==> config.mk <==
export PLATFORM = sky130hd
export DESIGN_NAME = dslot_fetch_ctrl
export DESIGN_NICKNAME = d
export VERILOG_FILES = /design/src/rtl/dslot_pkg.sv /design/src/rtl/dslot_pc_gen.sv /design/src/rtl/dslot_slot_track.sv /design/src/rtl/dslot_idex_valid.sv /design/src/rtl/dslot_fetch_ctrl.sv
export SDC_FILE = /design/constraint.sdc
export NUM_CORES = 1
export LEC_CHECK = 0
export ABC_AREA = 1
export ABC_CLOCK_PERIOD_IN_PS = 4350
export BUFFER_PORTS_ARGS = -buffer_cell sky130_fd_sc_hd__buf_4
export CORE_UTILIZATION = 55
export CTS_CLUSTER_SIZE = 25
export DETAILED_ROUTE_END_ITERATION = 7
export GPL_ROUTABILITY_DRIVEN = 0
export HOLD_SLACK_MARGIN = 0.15
export PLACE_DENSITY = 0.85
export RECOVER_POWER = 25
export SLEW_MARGIN = 20
export SYNTH_ARGS = -nofsm -noshare
export SYNTH_HDL_FRONTEND = slang
export SYNTH_SLANG_ARGS = --single-unit
==> constraint.sdc <==
create_clock -name clk -period 4.35 [get_ports clk]
set_clock_uncertainty 0.15 [all_clocks]
set_input_delay 0.435 -clock clk [delete_from_list [all_inputs] [get_ports clk]]
set_output_delay 0.435 -clock clk [all_outputs]
set_load 0.02 [all_outputs]
==> src/rtl/dslot_pkg.sv <==
package dslot_pkg;

  // Decode-stage control bits seen by the fetch controller
  typedef struct packed {
    logic valid;
    logic is_br;
    logic annul;
    logic taken;
  } dec_ctl_t;

  // Delay-slot tracking state carried between cycles
  typedef struct packed {
    logic in_slot;  // instruction now in decode is a delay slot
    logic kill;     // that slot instruction is nullified
    logic err;      // a branch was seen inside a slot last cycle
  } slot_st_t;

  // Next slot state for one decoded instruction
  function automatic slot_st_t slot_next(input dec_ctl_t c, input slot_st_t cur);
    slot_st_t n;
    logic     accept;
    accept    = c.valid & c.is_br & ~cur.in_slot;
    n.in_slot = accept;
    n.kill    = accept & c.annul & ~c.taken;
    n.err     = c.valid & c.is_br & cur.in_slot;
    return n;
  endfunction

endpackage

==> src/rtl/dslot_pc_gen.sv <==
module dslot_pc_gen #(
  parameter int unsigned PC_W       = 32,
  parameter int unsigned INST_BYTES = 4,
  parameter logic [63:0] RESET_PC   = '0
) (
  input  logic            clk,
  input  logic            rst,
  input  logic            hold,
  input  logic            redirect,
  input  logic [PC_W-1:0] target,
  output logic [PC_W-1:0] pc_o
);
  localparam logic [PC_W-1:0] STEP   = PC_W'(INST_BYTES);
  localparam logic [PC_W-1:0] PC_RST = PC_W'(RESET_PC);

  logic [PC_W-1:0] pc_q;
  logic [PC_W-1:0] pc_seq;
  logic [PC_W-1:0] pc_nxt;

  assign pc_seq = pc_q + STEP;

  always_comb begin
    if (hold)          pc_nxt = pc_q;
    else if (redirect) pc_nxt = target;
    else               pc_nxt = pc_seq;
  end

  always_ff @(posedge clk) begin
    if (rst) pc_q <= PC_RST;
    else     pc_q <= pc_nxt;
  end

  assign pc_o = pc_q;
endmodule

==> src/rtl/dslot_slot_track.sv <==
module dslot_slot_track
  import dslot_pkg::*;
(
  input  logic     clk,
  input  logic     rst,
  input  logic     hold,
  input  dec_ctl_t ctl,
  output slot_st_t st_o,
  output logic     redirect_o
);
  slot_st_t st_q;
  slot_st_t st_nxt;

  always_comb begin
    st_nxt = slot_next(ctl, st_q);
  end

  // Redirect only for an accepted (not-in-slot) taken branch
  assign redirect_o = ~hold & ctl.valid & ctl.is_br & ctl.taken & ~st_q.in_slot;

  always_ff @(posedge clk) begin
    if (rst)        st_q <= '0;
    else if (!hold) st_q <= st_nxt;
  end

  assign st_o = st_q;
endmodule

==> src/rtl/dslot_idex_valid.sv <==
module dslot_idex_valid (
  input  logic clk,
  input  logic rst,
  input  logic hold,
  input  logic dec_valid,
  input  logic kill,
  output logic ex_valid_o
);
  logic v_q;

  always_ff @(posedge clk) begin
    if (rst)        v_q <= 1'b0;
    else if (!hold) v_q <= dec_valid & ~kill;
  end

  assign ex_valid_o = v_q;
endmodule

==> src/rtl/dslot_fetch_ctrl.sv <==
module dslot_fetch_ctrl
  import dslot_pkg::*;
#(
  parameter int unsigned PC_W       = 32,
  parameter int unsigned INST_BYTES = 4,
  parameter logic [63:0] RESET_PC   = '0
) (
  input  logic            clk,
  input  logic            rst,
  input  logic            stall_i,
  input  logic            dec_valid_i,
  input  logic            dec_is_branch_i,
  input  logic            dec_annul_i,
  input  logic            dec_taken_i,
  input  logic [PC_W-1:0] dec_target_i,
  output logic [PC_W-1:0] fetch_pc_o,
  output logic            slot_kill_o,
  output logic            ex_valid_o,
  output logic            slot_err_o
);
  dec_ctl_t ctl;
  slot_st_t st;
  logic     redirect;

  assign ctl.valid = dec_valid_i;
  assign ctl.is_br = dec_is_branch_i;
  assign ctl.annul = dec_annul_i;
  assign ctl.taken = dec_taken_i;

  dslot_slot_track u_track (
    .clk        (clk),
    .rst        (rst),
    .hold       (stall_i),
    .ctl        (ctl),
    .st_o       (st),
    .redirect_o (redirect)
  );

  dslot_pc_gen #(
    .PC_W       (PC_W),
    .INST_BYTES (INST_BYTES),
    .RESET_PC   (RESET_PC)
  ) u_pc (
    .clk      (clk),
    .rst      (rst),
    .hold     (stall_i),
    .redirect (redirect),
    .target   (dec_target_i),
    .pc_o     (fetch_pc_o)
  );

  dslot_idex_valid u_idex (
    .clk        (clk),
    .rst        (rst),
    .hold       (stall_i),
    .dec_valid  (dec_valid_i),
    .kill       (st.kill),
    .ex_valid_o (ex_valid_o)
  );

  assign slot_kill_o = st.kill;
  assign slot_err_o  = st.err;
endmodule

# Word level (Yosys, flattened, before mapping)
# Cells that the tools add are included.
classes:
  muxes: 1
  add_sub_neg: 1
  n_bitwise: 14
op_table:
  columns: ["cell", "n"]
  rows:
  - ["adder 32 x 3 -> 32 bit, second input constant", 1]
  - ["2-to-1 mux 32 bit", 1]
  - ["AND 1 bit", 10]
  - ["NOT 1 bit", 4]
word_totals:
  register_bits: 36
  inputBits: 39
  elab_cells: 21

# Logic depth before layout (Yosys ltp)
logic_depth:
  word_depth: 6
  depth_mapped: 9

# Hierarchy
# From an unflattened synthesis, not the netlist that was laid out.
unflattened:
  cells_unflattened: 369
  hier_area_um2: 2368.5
modules_own_cells:
  columns: ["mod", "instances", "cells_per_inst", "area_each_um2", "seq_area_each_um2"]
  rows:
  - ["dslot_pc_gen", 1, 341, 2182.1, 640.6]
  - ["dslot_slot_track", 1, 20, 138.9, 60.1]
  - ["dslot_idex_valid", 1, 8, 47.5, 20.0]

# Least setup slack after synthesis
# Ideal clock, no wire load.
synth_timing:
  path_type: "reg2reg"
  from: "register u_pc.pc_q[3], in the netlist u_pc.pc_o[3]"
  to: "register u_pc.pc_q[18], in the netlist u_pc.pc_o[18]"
  t_required_ps: 4085
  slack_ps: 2695
  t_arrival_ps: 1390
  setup_time_ps: 115
  n_path_buf: 0
  path_stages_with_launch: 9
  cell_sequence: "dfxtp_1 > ha_1 > nand2_1 > nor2_4 > nand2_4 > nor2_4 > nand2_1 > a21oi_1 > nor2_1"
synth_via:
  elab_chain_cells: 2
synth_lines:
  columns: ["item", "line", "source"]
  rows:
  - ["from (decl)", "dslot_pc_gen.sv:16", "logic [PC_W-1:0] pc_q;"]
  - ["from (signal assigned)", "dslot_pc_gen.sv:30", "else pc_q <= pc_nxt;"]
  - ["adder 32 x 3 -> 32 bit", "dslot_pc_gen.sv:20", "assign pc_seq = pc_q + STEP;"]
  - ["2-to-1 mux 32 bit", "dslot_pc_gen.sv:24", "else if (redirect) pc_nxt = target;"]
# No other way between the ends.
# A chain may end at the register's enable or synchronous reset.

# Worst setup path in the final report
layout_timing:
  from: "input port stall_i"
  to: "register u_pc.pc_q[18], in the netlist u_pc.pc_o[18]"
layout_via:
  elab_chain_cells: 6
layout_lines:
  columns: ["item", "line", "source"]
  rows:
  - ["from (decl)", "dslot_fetch_ctrl.sv:10", "input logic stall_i,"]
  - ["NOT 1 bit", "dslot_slot_track.sv:19", "assign redirect_o = ~hold & ctl.valid & ctl.is_br & ctl.taken & ~st_q.in_slot;"]
  - ["AND 1 bit (4 in series)", "dslot_slot_track.sv:19", null]
  - ["2-to-1 mux 32 bit", "dslot_pc_gen.sv:24", null]
# Several ways; a longest one is shown, not always the timed one.

==> results by stage <==
Setup path:
- The critical-path cell with the highest stage delay is inv_2.
- STA classifies the critical path startpoint as an input pin.
- The startpoint identified for the worst register-to-register timing path is u_track.st_o[2].
- The register-to-register setup slack is 1920 ps.
- The critical path goes through buf_4, inv_4, nand3_2, inv_2, nor2_1, o21bai_2, nand2_1, nor2_1.
- The setup path with the least slack is of type input pin to flop.
- The required time of the critical path is 4440 ps.
- The cell occurring most often along the worst timing path is nor2_1.
- Data on the critical path arrives at its endpoint at 2780 ps.
- The endpoint identified for the worst register-to-register timing path is u_pc.pc_o[18].
- The worst setup path is captured at a flop.
- The cell depth of the worst flop-to-flop path is 7.
- The biggest cell delay along the critical path is 750 ps.
- Of all nets on the critical path, the largest fanout is 42.

GRT:
- The via count of the first global-routing pass is 2169.
- The number of antenna violations at the first check in global routing is 0.
- The global-route usage over all layers is 27.9%.
- The first global-routing pass estimated between 9000 and 10000 µm of wire.
- The largest net degree at the start of global routing is 43.
- The total global routing overflow is 0.

Final layout:
- In the final layout, flip-flops and latches occupy slightly above 700 µm².
- Of the cells placed in the final design, the portion with a size suffix greater than 1 is 19.9%.
- Leaving out fill and tap cells, the most frequent cell in the layout is nand2_1.
- Summing all non-filler instances in the final layout gives an area of roughly 3000 µm².
- The count of antenna diodes in the layout is 0.
- For this run, the post-layout net count is 503.
- The layout overhead on the synthesized area is 23.7%.
- In the layout the commonest cells are nand2_1 (107), buf_4 (59), nor2_1 (53).
- The finished layout holds between 500 and 600 standard cells, fillers aside.
- The layout has 378 filler cells.
- The combined area of the multi-input logic cells is between 1000 and 1500 µm².

Floorplanning:
- The number of ports placed on the die boundary is 74.
- The number of rows created at floorplan is 23.
- The area of the placeable core is roughly 4000 µm².
- The die is 68.4 µm tall.
- Once the floorplan was initialized, standard cells occupied between 50% and 60% of the core.
- The floorplan step defined a die boundary enclosing approximately 4700 µm².
- The x dimension of the die is 68.4 µm.

Logic synthesis:
- Summed over all instances, the cell type with the most area after synthesis is dfxtp_1.
- After synthesis the netlist holds a flip-flop and latch count of 36.
- The count of unique library cells instantiated by Yosys is 28.
- During synthesis, Yosys emitted a total of 0 warnings.
- The combined area of all synthesized cells is between 2000 and 2500 µm².
- The mean area per synthesized cell is 6.07 µm².
- In the synthesized netlist, the number of instances is 400.
- The top cell type by area accounts for 29.7% of the synthesized area.
- The share of the yosys chip area belonging to registers is 29.7%.
- The number of nets handed over by synthesis was 440.
- Sorting the synthesized cells by area gives the leading types as dfxtp_1 (30%), nand2_1 (17%), a21oi_1 (9.7%), nor2_1 (8.2%), nand3_1 (7.2%).

Worst hold path:
- The endpoint of the worst hold path is u_pc.pc_o[1].
- The source of the worst hold timing path is dec_target_i[1].
- The tightest min-delay check is of the input pin to flop type.
- The cell depth of the worst hold path is 3.

Placement:
- The worst setup slack before clock tree synthesis is 1360 ps.
- Detailed placement ended at an HPWL of 4470 µm.
- Input and output buffers added on the ports amount to 73.
- The post-detailed-placement cell area is 2960 µm².
- The number of instances in the placed design is 506.

STA:
- The final setup TNS is 0 ps.
- The worst pin sits at a relative slew slack of 50.2%.
- The worst-margin pin slew is 746 ps.
- Setup slack on the critical path of the routed design comes to 1660 ps.
- For the finished layout, the period the worst path requires is 2690 ps.
- Setup violations remaining at the end of the flow were counted as 0.
- The number of hold-slack violations in the final timing report is 0.
- Setup repair after global routing left no endpoint under its margin.
- Dividing the final minimum period by the clock period gives approximately three fifths.
- The final count of pins violating max slew is 0.
- Static timing analysis puts the maximum clock frequency at 372 MHz.

Power and ir drop:
- The share of total power dissipated in the clock network is 34.1%.
- The net switching share of the total power is slightly below 30%.
- In this run the power density over the cells is 260 nW/µm².
- The worst-case IR drop observed on VDD is 0.167 mV.
- In this run the power spent charging and discharging nets is 0.231 mW.
- The combinational share of power is 18.6%.
- The fraction of power consumed by sequential logic is a little under half.
- The static power due to leakage is 1.30 nW.
- The internal portion of the total power is approximately 0.55 mW.

Detailed routing:
- The number of nets with antenna violations after detailed routing is 0.
- In the routed design, unresolved DRC markers number 0.
- In the final routed layout, each cell accounts on average for 12.5 µm.
- The wire length reported by the detailed router is 6400 µm.
- The per-cell via count in the routed design is between 5 and 6.
- In this run, the number of DRC markers left after iteration 0 of detailed routing was ~230.
- The number of optimization iterations in the first detailed-route pass is 4.
- Across all layers, the routed design uses 2742 vias.

Clock tree:
- For this design, the sink count on the clock tree is 36.
- The H-tree was split into 2 levels.
- The number of hold buffers added after CTS was 0.
- The clock-pin slew reported for the worst setup and hold paths after clock tree synthesis is 80 ps.
- The tree is rooted in a clkbuf_8.
- Clock tree synthesis inserted a total of 5 buffers.
- TritonCTS built the clock tree.
- The clock tree buffer depth is 2.
- The later pin in the worst-skew pair is clocked with a latency of 300 ps.
- The buffer count from post-CTS setup fixing is 0.
- Gates resized during post-CTS repair numbered 0.

Job:
- The number of max-cap violations is 0.

Run status:
- The flow ran to the end, and the final reports show no timing, DRC or antenna violations.
[power by group through the flow]
stage	Clock, mW	Combinational, mW	Sequential (mW)
final	0.266	0.145	0.370
after global routing	0.279	0.160	0.373
after CTS	0.266	0.150	0.370
after detailed placement	0	0.150	0.377
after global placement	0	0.147	0.377
after floorplan	0	0.0679	0.393
[worst max path at each step]
stage	start	to	slack [ps]	cells after the start
6_report	stall_i	u_pc.pc_o[18]	1660	8
5_1_grt	stall_i	u_pc.pc_o[18]	1470	8
4_1_cts	stall_i	u_pc.pc_o[18]	1670	8
3_5_place_dp	stall_i	u_pc.pc_o[18]	1360	8
3_3_place_gp	stall_i	u_pc.pc_o[18]	1450	8
2_1_floorplan	u_pc.pc_o[3]	u_pc.pc_o[18]	2700	8
[kinds of logic after synthesis]
| group | after synthesis | synth area share [%] |
|---|---|---|
| XOR/XNOR | 6 | 2.17 |
| adder cells (fa/ha/maj) | 1 | 0.516 |
| AO/OA/AOI/OAI | 81 | 17.5 |
| buffers and inverters | 55 | 9.23 |
| flip-flops | 36 | 29.7 |
| AND/OR/NAND/NOR | 221 | 40.9 |
[critical path, delay by kind of cell]
| kind | cells | cell delay, ps |
|---|---|---|
| buffers and inverters | 3 | 1290 |
| AND/OR/NAND/NOR | 4 | 880 |
| AO/OA/AOI/OAI | 1 | 130 |
[synth_stat cells (all sizes together)]
| cell type | instances |
|---|---|
| inv | 38 |
| xor2 | 5 |
| buf | 11 |
| nor2 | 65 |
| nand2 | 114 |
| dfxtp | 36 |
| or2 | 1 |
| xnor2 | 1 |
| nand4 | 3 |
| and2 | 2 |
| o211ai | 2 |
| clkbuf | 6 |
| o21ai | 28 |
| nand3 | 36 |
| ha | 1 |
| a21oi | 47 |
| o21bai | 4 |
[stage by stage]
step | power [mW] | hold slack (ps) | utilization (%)
after global placement | 0.524 | 309 | 71.9
after floorplan | 0.461 | 321 | -
final | 0.782 | 246 | 72.9
after detailed placement | 0.527 | 320 | 71.9
after CTS | 0.786 | 246 | 74.2
after global routing | 0.813 | 247 | 72.9
[registers in the layout, summed over array words and instances, names as in the netlist]
| register | flops |
|---|---|
| u_track.st_o | 3 |
| u_idex.ex_valid_o | 1 |
| u_pc.pc_o | 32 |
[per-layer routing]
layer | share of wire, % | GRT usage, %
met5 | 0 | 0
met2 | 46 | 42.3
met1 | 46 | 39.1
met3 | 6.6 | 4.33
met4 | 1.2 | 10.9
[final cells by class]
type / count / share of cell area [%]
multi-input cells: 309 / 49.4
clock buffers: 7 / 3.21
repair buffers: 73 / 16.5
well taps: 50 / 2.08
flip-flops and latches: 36 / 24.0
inverters: 38 / 4.84
Power figures use the tool's default switching activity.
